File: src/rtl/brd_ctrl_pkg.sv
package brd_ctrl_pkg;
   // Register offsets inside the decoded window
   localparam int OFF_SWITCH  = 'h200;
   localparam int OFF_STATUS  = 'h208;
   localparam int OFF_LED     = 'h408;
   localparam int OFF_HEXWORD = 'h410;
   localparam int OFF_CHAR0   = 'h418;
   localparam int CHAR_STRIDE = 8;
   localparam int OFF_SOFTRST = 'h500;
   localparam int OFF_BREAK   = 'h508;
   localparam int OFF_GPO     = 'hA00;
   localparam int OFF_GPI     = 'hA08;
   localparam int OFF_I2C_IN  = 'hB00;
   localparam int OFF_I2C_OE  = 'hB08;
   localparam int OFF_I2C_OUT = 'hB10;
   localparam int OFF_I2C_SEL = 'hB18;

   localparam logic [7:0] SOFT_MAGIC  = 8'h42;
   localparam logic [7:0] BREAK_RST   = 8'h0A;
   localparam logic [7:0] SPACE_CHAR  = 8'h20;
   localparam logic [1:0] I2C_IN_RST  = 2'b11;
   localparam logic [1:0] I2C_OUT_RST = 2'b11;

   function automatic logic [7:0] nib2ascii(input logic [3:0] n);
      return (n < 4'd10) ? (8'h30 + {4'h0, n}) : (8'h41 + {4'h0, n} - 8'd10);
   endfunction
endpackage

File: src/rtl/brd_hex_fmt.sv
module brd_hex_fmt #(
   parameter int N_CHARS = 8
) (
   input  logic [4*N_CHARS-1:0] word,
   output logic [8*N_CHARS-1:0] chars
);
   import brd_ctrl_pkg::*;

   // Position 0 takes the most significant nibble
   for (genvar i = 0; i < N_CHARS; i++) begin : g_pos
      assign chars[8*i +: 8] = nib2ascii(word[4*(N_CHARS-1-i) +: 4]);
   end
endmodule

File: src/rtl/brd_disp_buf.sv
module brd_disp_buf #(
   parameter int N_CHARS = 8,
   localparam int IDX_W = $clog2(N_CHARS)
) (
   input  logic                 clk,
   input  logic                 rst_n,
   input  logic                 hex_ld,
   input  logic [8*N_CHARS-1:0] hex_chars,
   input  logic                 chr_ld,
   input  logic [IDX_W-1:0]     chr_idx,
   input  logic [7:0]           chr_byte,
   output logic [8*N_CHARS-1:0] text,
   output logic                 upd
);
   import brd_ctrl_pkg::*;

   for (genvar i = 0; i < N_CHARS; i++) begin : g_slot
      always_ff @(posedge clk or negedge rst_n) begin
         if (!rst_n)
            text[8*i +: 8] <= SPACE_CHAR;
         else if (hex_ld)
            text[8*i +: 8] <= hex_chars[8*i +: 8];
         else if (chr_ld && chr_idx == IDX_W'(i))
            text[8*i +: 8] <= chr_byte;
      end
   end

   always_ff @(posedge clk or negedge rst_n) begin
      if (!rst_n) upd <= 1'b0;
      else        upd <= hex_ld | chr_ld;
   end

   a_r14_upd_follows: assert property (@(posedge clk) disable iff (!rst_n)
      (hex_ld || chr_ld) |=> upd);
   a_r14_upd_quiet: assert property (@(posedge clk) disable iff (!rst_n)
      !(hex_ld || chr_ld) |=> (!upd && $stable(text)));
endmodule

File: src/rtl/brd_i2c_regs.sv
module brd_i2c_regs #(
   parameter int DATA_W = 32
) (
   input  logic              clk,
   input  logic              rst_n,
   input  logic              wr_out,
   input  logic              wr_oe,
   input  logic              wr_sel,
   input  logic [DATA_W-1:0] wdata,
   output logic [DATA_W-1:0] out_q,
   output logic [1:0]        oe_q,
   output logic              sel_q,
   output logic              scl_out,
   output logic              sda_out
);
   import brd_ctrl_pkg::*;

   always_ff @(posedge clk or negedge rst_n) begin
      if (!rst_n) begin
         out_q <= DATA_W'(I2C_OUT_RST);
         oe_q  <= 2'b00;
         sel_q <= 1'b1;
      end else begin
         if (wr_out) out_q <= wdata;
         if (wr_oe)  oe_q  <= wdata[1:0];
         if (wr_sel) sel_q <= wdata[0];
      end
   end

   assign scl_out = out_q[1];
   assign sda_out = out_q[0];

   a_r10_pins_hold: assert property (@(posedge clk) disable iff (!rst_n)
      !wr_out |=> ($stable(scl_out) && $stable(sda_out)));
   a_r10_pins_load: assert property (@(posedge clk) disable iff (!rst_n)
      wr_out |=> (scl_out == $past(wdata[1]) && sda_out == $past(wdata[0])));
endmodule

File: src/rtl/brd_ctrl_regs.sv
module brd_ctrl_regs #(
   parameter int ADDR_W     = 32,
   parameter int DATA_W     = 32,
   parameter int DEC_W      = 20,
   parameter int N_CHARS    = 8,
   parameter bit BIG_ENDIAN = 1'b1
) (
   input  logic                 clk,
   input  logic                 rst_n,
   input  logic                 req_valid,
   input  logic                 req_write,
   input  logic [ADDR_W-1:0]    req_addr,
   input  logic [DATA_W-1:0]    req_wdata,
   output logic                 rd_valid,
   output logic [DATA_W-1:0]    rd_data,
   output logic [7:0]           led_bar,
   output logic [8*N_CHARS-1:0] disp_text,
   output logic                 disp_upd,
   output logic                 soft_rst_req,
   output logic [7:0]           brk_val,
   output logic [7:0]           gp_out,
   output logic                 scl_out,
   output logic                 sda_out,
   output logic [1:0]           i2c_oe,
   input  logic                 sda_in
);
   import brd_ctrl_pkg::*;

   localparam int IDX_W = $clog2(N_CHARS);
   localparam logic [DEC_W-1:0] A_SW    = DEC_W'(OFF_SWITCH);
   localparam logic [DEC_W-1:0] A_STAT  = DEC_W'(OFF_STATUS);
   localparam logic [DEC_W-1:0] A_LED   = DEC_W'(OFF_LED);
   localparam logic [DEC_W-1:0] A_HEX   = DEC_W'(OFF_HEXWORD);
   localparam logic [DEC_W-1:0] A_CH0   = DEC_W'(OFF_CHAR0);
   localparam logic [DEC_W-1:0] A_CHN   = DEC_W'(OFF_CHAR0 + CHAR_STRIDE*(N_CHARS-1));
   localparam logic [DEC_W-1:0] A_SRST  = DEC_W'(OFF_SOFTRST);
   localparam logic [DEC_W-1:0] A_BRK   = DEC_W'(OFF_BREAK);
   localparam logic [DEC_W-1:0] A_GPO   = DEC_W'(OFF_GPO);
   localparam logic [DEC_W-1:0] A_GPI   = DEC_W'(OFF_GPI);
   localparam logic [DEC_W-1:0] A_I2CI  = DEC_W'(OFF_I2C_IN);
   localparam logic [DEC_W-1:0] A_I2COE = DEC_W'(OFF_I2C_OE);
   localparam logic [DEC_W-1:0] A_I2CO  = DEC_W'(OFF_I2C_OUT);
   localparam logic [DEC_W-1:0] A_I2CS  = DEC_W'(OFF_I2C_SEL);

   // Elaboration checks
   if (DATA_W != 4*N_CHARS) begin : g_bad_width
      $error("DATA_W must equal 4*N_CHARS");
   end
   if (N_CHARS < 2 || DEC_W < 12 || DEC_W >= ADDR_W) begin : g_bad_geom
      $error("N_CHARS >= 2 and 12 <= DEC_W < ADDR_W required");
   end

   logic [DEC_W-1:0] off;
   logic             unused_hi;
   assign off       = req_addr[DEC_W-1:0];
   assign unused_hi = ^req_addr[ADDR_W-1:DEC_W];

   logic wr_fire, rd_fire;
   assign wr_fire = req_valid &  req_write;
   assign rd_fire = req_valid & ~req_write;

   // Status value variant
   logic [7:0] stat_val;
   if (BIG_ENDIAN) begin : g_be
      assign stat_val = 8'h12;
   end else begin : g_le
      assign stat_val = 8'h10;
   end

   // Character window decode
   logic [DEC_W-1:0] ch_rel;
   logic             ch_hit;
   logic [IDX_W-1:0] ch_idx;
   assign ch_rel = off - A_CH0;
   assign ch_hit = (off >= A_CH0) && (off <= A_CHN) && (ch_rel[2:0] == 3'b000);
   assign ch_idx = ch_rel[3 +: IDX_W];

   // Plain byte registers
   logic [7:0] led_q, brk_q, gpo_q;
   always_ff @(posedge clk or negedge rst_n) begin
      if (!rst_n) begin
         led_q        <= 8'h00;
         brk_q        <= BREAK_RST;
         gpo_q        <= 8'h00;
         soft_rst_req <= 1'b0;
      end else begin
         if (wr_fire && off == A_LED) led_q <= req_wdata[7:0];
         if (wr_fire && off == A_BRK) brk_q <= req_wdata[7:0];
         if (wr_fire && off == A_GPO) gpo_q <= req_wdata[7:0];
         soft_rst_req <= wr_fire && off == A_SRST && req_wdata == DATA_W'(SOFT_MAGIC);
      end
   end
   assign led_bar = led_q;
   assign brk_val = brk_q;
   assign gp_out  = gpo_q;

   // Display
   logic [8*N_CHARS-1:0] hex_chars;
   brd_hex_fmt #(.N_CHARS(N_CHARS)) hex_i (
      .word (req_wdata),
      .chars(hex_chars)
   );

   brd_disp_buf #(.N_CHARS(N_CHARS)) disp_i (
      .clk      (clk),
      .rst_n    (rst_n),
      .hex_ld   (wr_fire && off == A_HEX),
      .hex_chars(hex_chars),
      .chr_ld   (wr_fire && ch_hit),
      .chr_idx  (ch_idx),
      .chr_byte (req_wdata[7:0]),
      .text     (disp_text),
      .upd      (disp_upd)
   );

   // I2C bit-bang registers
   logic [DATA_W-1:0] i2c_out_q;
   logic              i2c_sel_q;
   brd_i2c_regs #(.DATA_W(DATA_W)) i2c_i (
      .clk    (clk),
      .rst_n  (rst_n),
      .wr_out (wr_fire && off == A_I2CO),
      .wr_oe  (wr_fire && off == A_I2COE),
      .wr_sel (wr_fire && off == A_I2CS),
      .wdata  (req_wdata),
      .out_q  (i2c_out_q),
      .oe_q   (i2c_oe),
      .sel_q  (i2c_sel_q),
      .scl_out(scl_out),
      .sda_out(sda_out)
   );

   // Read mux from registered state
   logic [DATA_W-1:0] rd_mux;
   always_comb begin
      case (off)
         A_SW:    rd_mux = '0;
         A_STAT:  rd_mux = DATA_W'(stat_val);
         A_LED:   rd_mux = DATA_W'(led_q);
         A_BRK:   rd_mux = DATA_W'(brk_q);
         A_GPO:   rd_mux = DATA_W'(gpo_q);
         A_GPI:   rd_mux = i2c_sel_q ? i2c_out_q : '0;
         A_I2CI:  rd_mux = DATA_W'({I2C_IN_RST[1], sda_in});
         A_I2COE: rd_mux = DATA_W'(i2c_oe);
         A_I2CO:  rd_mux = i2c_out_q;
         A_I2CS:  rd_mux = DATA_W'(i2c_sel_q);
         default: rd_mux = '0;
      endcase
   end

   always_ff @(posedge clk or negedge rst_n) begin
      if (!rst_n) begin
         rd_valid <= 1'b0;
         rd_data  <= '0;
      end else begin
         rd_valid <= rd_fire;
         rd_data  <= rd_fire ? rd_mux : '0;
      end
   end

   a_r3_rd_valid_on: assert property (@(posedge clk) disable iff (!rst_n)
      rd_fire |=> rd_valid);
   a_r3_rd_valid_off: assert property (@(posedge clk) disable iff (!rst_n)
      !rd_fire |=> !rd_valid);
   a_r8_pulse_single: assert property (@(posedge clk) disable iff (!rst_n)
      soft_rst_req |=> !soft_rst_req);
   a_r8_magic_only: assert property (@(posedge clk) disable iff (!rst_n)
      $rose(soft_rst_req) |-> ($past(req_wdata) == DATA_W'(SOFT_MAGIC) && $past(wr_fire)));
   a_r5_led_hold: assert property (@(posedge clk) disable iff (!rst_n)
      !(wr_fire && off == A_LED) |=> $stable(led_bar));
endmodule

File: config.mk
export PLATFORM = sky130hd
export DESIGN_NAME = brd_ctrl_regs
export DESIGN_NICKNAME = d
export VERILOG_FILES = /design/src/rtl/brd_ctrl_pkg.sv /design/src/rtl/brd_hex_fmt.sv /design/src/rtl/brd_disp_buf.sv /design/src/rtl/brd_i2c_regs.sv /design/src/rtl/brd_ctrl_regs.sv
export SDC_FILE = /design/constraint.sdc
export NUM_CORES = 1
export LEC_CHECK = 0
export BUFFER_PORTS_ARGS = -buffer_cell sky130_fd_sc_hd__buf_2
export CAP_MARGIN = 20
export CORE_MARGIN = 5
export CORE_UTILIZATION = 58
export DETAILED_ROUTE_END_ITERATION = 7
export GPL_TIMING_DRIVEN = 0
export HOLD_SLACK_MARGIN = 0.06
export PLACE_DENSITY = 0.86
export SYNTH_ARGS = -nofsm -noshare
export SYNTH_HDL_FRONTEND = slang
export SYNTH_HIERARCHICAL = 1
export SYNTH_SLANG_ARGS = --single-unit
File: constraint.sdc
create_clock -name clk -period 3.1 [get_ports clk]
set_clock_uncertainty 0.2 [all_clocks]
set_input_delay 0.93 -clock clk [delete_from_list [all_inputs] [get_ports clk]]
set_output_delay 0.93 -clock clk [all_outputs]
set_load 0.02 [all_outputs]
## After elaboration in Yosys (flattened, before gate mapping)

Index checks and enable logic that the tools add are counted.

- Input bits: 69
- Bits in registers: 158

- Mux-type cells: 27
- Magnitude comparators: 10
- Add/subtract/negate cells: 25
- Bitwise gates (word level): 4
- Reduce and logical (&&, ||, !) cells: 30
- Equality and inequality tests: 19

Operator list:

| operator | number |
|---|---|
| $pmux W32 S9 | 1 |
| $mux W8 | 24 |
| $eq A20 B12 Y1 const B | 6 |
| $eq A20 B11 Y1 const B | 4 |
| $add A7 B4 Y8 const A | 8 |
| $mux W32 | 2 |
| $sub A8 B4 Y8 const B | 8 |
| $add A6 B4 Y7 const A | 8 |
| $eq A32 B7 Y1 const B | 1 |
| $lt A4 B4 Y1 const B | 8 |
| $eq A20 B10 Y1 const B | 1 |
| $ge A20 B11 Y1 const B | 1 |
| $le A20 B11 Y1 const B | 1 |
| $logic_and A1 B1 Y1 | 20 |
| $reduce_bool A2 Y1 | 8 |
| $eq A3 B3 Y1 const B | 4 |
| $eq A3 B2 Y1 const B | 2 |
| $logic_not A3 Y1 | 2 |
| $sub A6 B5 Y6 const B | 1 |
| $eq A3 B1 Y1 const B | 1 |
| $and A1 B1 Y1 | 2 |
| $not A1 Y1 | 1 |
| $or A1 B1 Y1 | 1 |

## Depth between registers and ports, before layout

- Depth after elaboration: 7
- Gate-level depth with buffers: 12
- Mapped depth without buffers: 8

## Modules after synthesis

Netlist, hierarchy kept.

By module, submodules not included:

| module | cells each | instances | area each (um2) | seq. area each (um2) |
|---|---|---|---|---|
| brd_disp_buf | 298 | 1 | 3145.5 | 1636.6 |
| brd_ctrl_regs | 227 | 1 | 2712.6 | 1453.9 |
| brd_i2c_regs | 76 | 1 | 1472.7 | 879.6 |
| brd_hex_fmt | 128 | 1 | 815.8 | 0.0 |

## Least setup slack after synthesis

OpenSTA, ideal clock, no wires.

- Path kind: input -> register
- Start point: in req_addr[16]
- End point: reg disp_i.text[56]
- Library setup time: 0.064 ns
- Stages on the path: 12
- Path slack: -0.079 ns
- Arrival time: 2.915 ns
- Cells stage by stage: nor4_1 -> nand2_1 -> nor2_2 -> nand4_1 -> nor3_1 -> buf_2 -> buf_4 -> buf_4 -> buf_2 -> nand2_1 -> a21oi_1 -> a21o_1

- Longest elaborated chain between the ends: 6

Ends and longest elaborated chain:

| item | line | text |
|---|---|---|
| start: declaration | brd_ctrl_regs.sv:12 | `input logic [ADDR_W-1:0] req_addr,` |
| $ge A20 B11 Y1 / $le A20 B11 Y1 (equally long branches) | brd_ctrl_regs.sv:75 | `assign ch_hit = (off >= A_CH0) && (off <= A_CHN) && (ch_rel[2:0] == 3'b000);` |
| $logic_and A1 B1 Y1 (2 in a row) | brd_ctrl_regs.sv:75 |  |
| $logic_and A1 B1 Y1 | brd_ctrl_regs.sv:109 | `.chr_ld (wr_fire && ch_hit),` |
| $logic_and A1 B1 Y1 | brd_disp_buf.sv:23 | `else if (chr_ld && chr_idx == IDX_W'(i))` |
| $reduce_bool A2 Y1 (no line) | n/a |  |
| end signal: indexed assignment | brd_disp_buf.sv:22 | `text[8*i +: 8] <= hex_chars[8*i +: 8];` |
| end signal: indexed assignment | brd_disp_buf.sv:24 | `text[8*i +: 8] <= chr_byte;` |
| end: declaration | brd_disp_buf.sv:12 | `output logic [8*N_CHARS-1:0] text,` |

Several ways; a longest one is shown, not always the timed one.
A chain may end at the register's enable or synchronous reset.

## Final worst setup path

- Start point: in req_addr[3]
- End point: reg disp_i.text[24]

RTL lines:

| item | line | text |
|---|---|---|
| $sub A6 B5 Y6 | brd_ctrl_regs.sv:74 | `assign ch_rel = off - A_CH0;` |
| via ch_rel[5] | brd_ctrl_regs.sv:71 | `logic [DEC_W-1:0] ch_rel;` |
| $eq A3 B2 Y1 | brd_disp_buf.sv:23 |  |
| $logic_and A1 B1 Y1 | brd_disp_buf.sv:23 |  |
| $reduce_bool A2 Y1 (no line) | n/a |  |

The timed path passes the listed nets, and every way through them passes these cells.

==> impl_metrics.csv <==
group,metric,value,unit
detailed_routing,drt_pass1_iterations,5,
timing,slew_headroom,32.8,%
clock_network,cts_sinks,158,
run,max_cap_viol_count,0,
pwr,leakagePower,0.00545,uW
finish,register_area,0.00397,mm2
critical_path,cp_cell_sequence,"buf_2 > ha_1 > xnor2_1 > nor2b_1 > buf_6 > a31oi_4 > mux2_2",
critical_path,crit_buf_inv,2,
clock_network,holdBufCountCts,0,
synthesis,synthAdderAreaFrac,1.54,%
clock_network,cts_tree,"yes",
die,die_h,129,um
timing,setup_violations,0,
finish,drive_gt1_share,44.2,%
timing,hold_viol,0,
die,coreArea,0.0138,mm2
placement,place.gp.congestion,0.928,
detailed_routing,dr.first_iter.drc_count,693,
timing,max_freq,0.328,GHz
pwr,p_per_area,443,mW/mm2
clock_network,cts_buffers,17,
synthesis,synthMuxAreaShare,17.7,%
finish,layout_commonest_cell,"buf_2",
clock_network,clock_latency,0.43,ns
global_routing,grt_max_degree,92,
timing,fin_crit,3.05,ns
critical_path,crit_fanout,8,
finish,instances_no_fill,1136,
clock_network,path_clk_slew,0.06,ns
synthesis,async_reset_ff_share,100,%
detailed_routing,drt-total-wl,22600,um
synthesis,synth_top_cell_by_area,"dfrtp_1",
clock_network,cts_root_buffer,"clkbuf_16",
synthesis,synthXorXnorAreaFrac,0.968,%
die,rows,43,
clock_network,cts.path.max_buffers,2,
placement,port_buffers,183,
pwr,vdd_drop_max,0.000309,V
placement,place.detailed.hpwl,16200,um
finish,fin_area,0.0101,mm2
global_routing,overflow,0,
critical_path,crit_arrival,3.16,ns
finish,layout_common_cells,"buf_2 (197), dfrtp_1 (145), nand2_1 (144)",
synthesis,syn_area,0.00815,mm2
global_routing,grt_pass1_vias,6540,
synthesis,yosysUniqueCellTypes,65,
synthesis,synthTopCellsByArea,"dfrtp_1 (45%), mux2_2 (11%), nand2_1 (6.7%), mux2_4 (5.5%), dfstp_2 (4.2%)",
critical_path,max_stage_delay,0.78,ns
global_routing,grt_antenna_before_repair,0,
synthesis,syn_inst,729,
synthesis,ys_ff_latch,158,
synthesis,synth_edf_count,0,
clock_network,htree_levels,4,
synthesis,synth_top_family_by_area,"multiplexers",
hold_path,worstHoldPathCells,1,
die,die_w,129,um
synthesis,yosysTopAreaCellShare,44.5,%
synthesis,yosysWarningCount,6,
placement,placedInstanceArea,0.00937,mm2
timing,period_share,98.3,%
finish,multi_input_area,0.00388,mm2
synthesis,ys_seq_area_share,48.7,%
critical_path,path_delay_family,"XOR/XNOR gates",
status,status,"finished clean",
finish,fill_cells,951,
finish,antennaDiodeCount,0,
critical_path,worstSetupPathType,"input pin to flop",
synthesis,synth_area_per_cell,11.2,um2
finish,fin_nets,1022,
critical_path,crit_required,3.21,ns
die,start_util,58.9,%
placement,placed_cells,1100,
critical_path,reg2regPathDepth,4,
detailed_routing,avgRoutedWirePerCell,19.9,um
global_routing,track_usage,27.9,%
die,die-area,0.0165,mm2
die,pin_count,196,
detailed_routing,ant_nets,0,
detailed_routing,via_per_inst,5.75,
timing,max_slew.worst_pin.slew,1.00,ns
synthesis,synthFlopType,"dfrtp_1",
synthesis,synth_compound_area_share,10.0,%
global_routing,grt_pass1_wl,35300,um
hold_path,hp-class,"flop to flop",
finish,area_growth,23.7,%
detailed_routing,drc,0,
critical_path,startpoint_type,"input pin",
detailed_routing,vias,6536,
critical_path,critical_path_depth,7,
critical_path,cp_slowest_cell,"xnor2_1",
critical_path,cp-end-kind,"flop",
synthesis,yosys.area_share.simple,16.2,%
timing,slew_viol_final,0,
[worst reg2reg max path, delay by kind of cell, from the launching register on]
family          cells  cell delay [ns]
simple gates        2             0.31
buf+inv             1             0.34
compound gates      1             0.26
flops               1             0.56
[metal layers]
layer / vias up / share of wire, % / GRT usage (%)
met3: 63 / 8.0 / 5.85
met4: 0 / 3.7 / 11.9
met1: 3198 / 41 / 37.2
met5: - / 0 / 0
met2: 316 / 47 / 44.6
li1: 2959 / - / -
[logic make-up after synthesis]
logic type      count (synthesis)
simple gates                  263
compound gates                103
mux                           118
xor+xnor                        9
other cells                     1
flops                         158
fa+ha+maj                      10
buf+inv                        67
[path summary, 6_finish.rpt]
path                                              from  slack (ns)                     endpoint
max                                        req_addr[3]        0.05  disp_i/text[24]$_DFFE_PN0P_
min                        disp_i/text[62]$_DFFE_PN0P_        0.27  disp_i/text[62]$_DFFE_PN0P_
max reg2reg                    i2c_i/sel_q$_DFFE_PN1P_        1.37        rd_data[30]$_DFF_PN0_
min reg2reg                disp_i/text[62]$_DFFE_PN0P_        0.27  disp_i/text[62]$_DFFE_PN0P_
max in group asynchronous                        rst_n        1.51   i2c_i/out_q[1]$_DFFE_PN1P_
min in group asynchronous                        rst_n        0.36  disp_i/text[12]$_DFFE_PN0P_
[synthesized netlist by cell type, drive strengths merged, types with 6 or more instances]
cell / instances
ha: 10
dfstp: 13
nand3: 6
xnor2: 9
mux2: 116
nor2: 21
and2b: 10
a22o: 6
o21ai: 18
nor4: 9
a21o: 9
a21oi: 31
nand2: 145
o21a: 8
and3: 26
buf: 43
inv: 22
o2bb2ai: 8
nand2b: 17
dfrtp: 145
a31oi: 8
[timing repair]
item	4_1_cts	5_1_grt
gates resized for setup	12	10
endpoints found under the setup margin	64	59
pin swaps	0	4
buffers inserted	0	5
[area by class of cell]
type | instances | share of cell area [%]
inverter | 22 | 0.857
multi-input combinational | 511 | 38.6
tap | 180 | 2.24
clock inverter | 13 | 1.29
buffer | 44 | 3.35
timing repair buffer | 189 | 9.80
sequential | 158 | 39.4
clock buffer | 19 | 4.50
[sequential cells by signal, indices dropped and copies added, names as in the netlist]
signal / count
brk_val: 8
disp_i/text: 64
disp_i/upd: 1
gp_out: 8
i2c_i/oe_q: 2
i2c_i/out_q: 32
i2c_i/sel_q: 1
led_bar: 8
rd_data: 32
rd_valid: 1
soft_rst_req: 1
[where the power goes]
part | switching [uW] | internal, uW
Combinational | 233 | 112
Sequential | 0.246 | 2060
Clock | 888 | 1160
[through the flow]
step	total power (uW)	hold WS (ns)	setup WS, ns	setup TNS [ns]	util [%]
after floorplan	2250	0.272	0.0404	0	-
after global placement	2420	0.257	-1.37	-252.90	67.5
after detailed placement	2430	0.261	-0.941	-51.10	67.7
after CTS	4480	0.275	0.0379	0	72.4
after global routing	4610	0.288	-0.0209	-0.0565	72.9
final	4460	0.271	0.0517	0	72.9
Note: power is estimated with default switching activity, not from simulation.
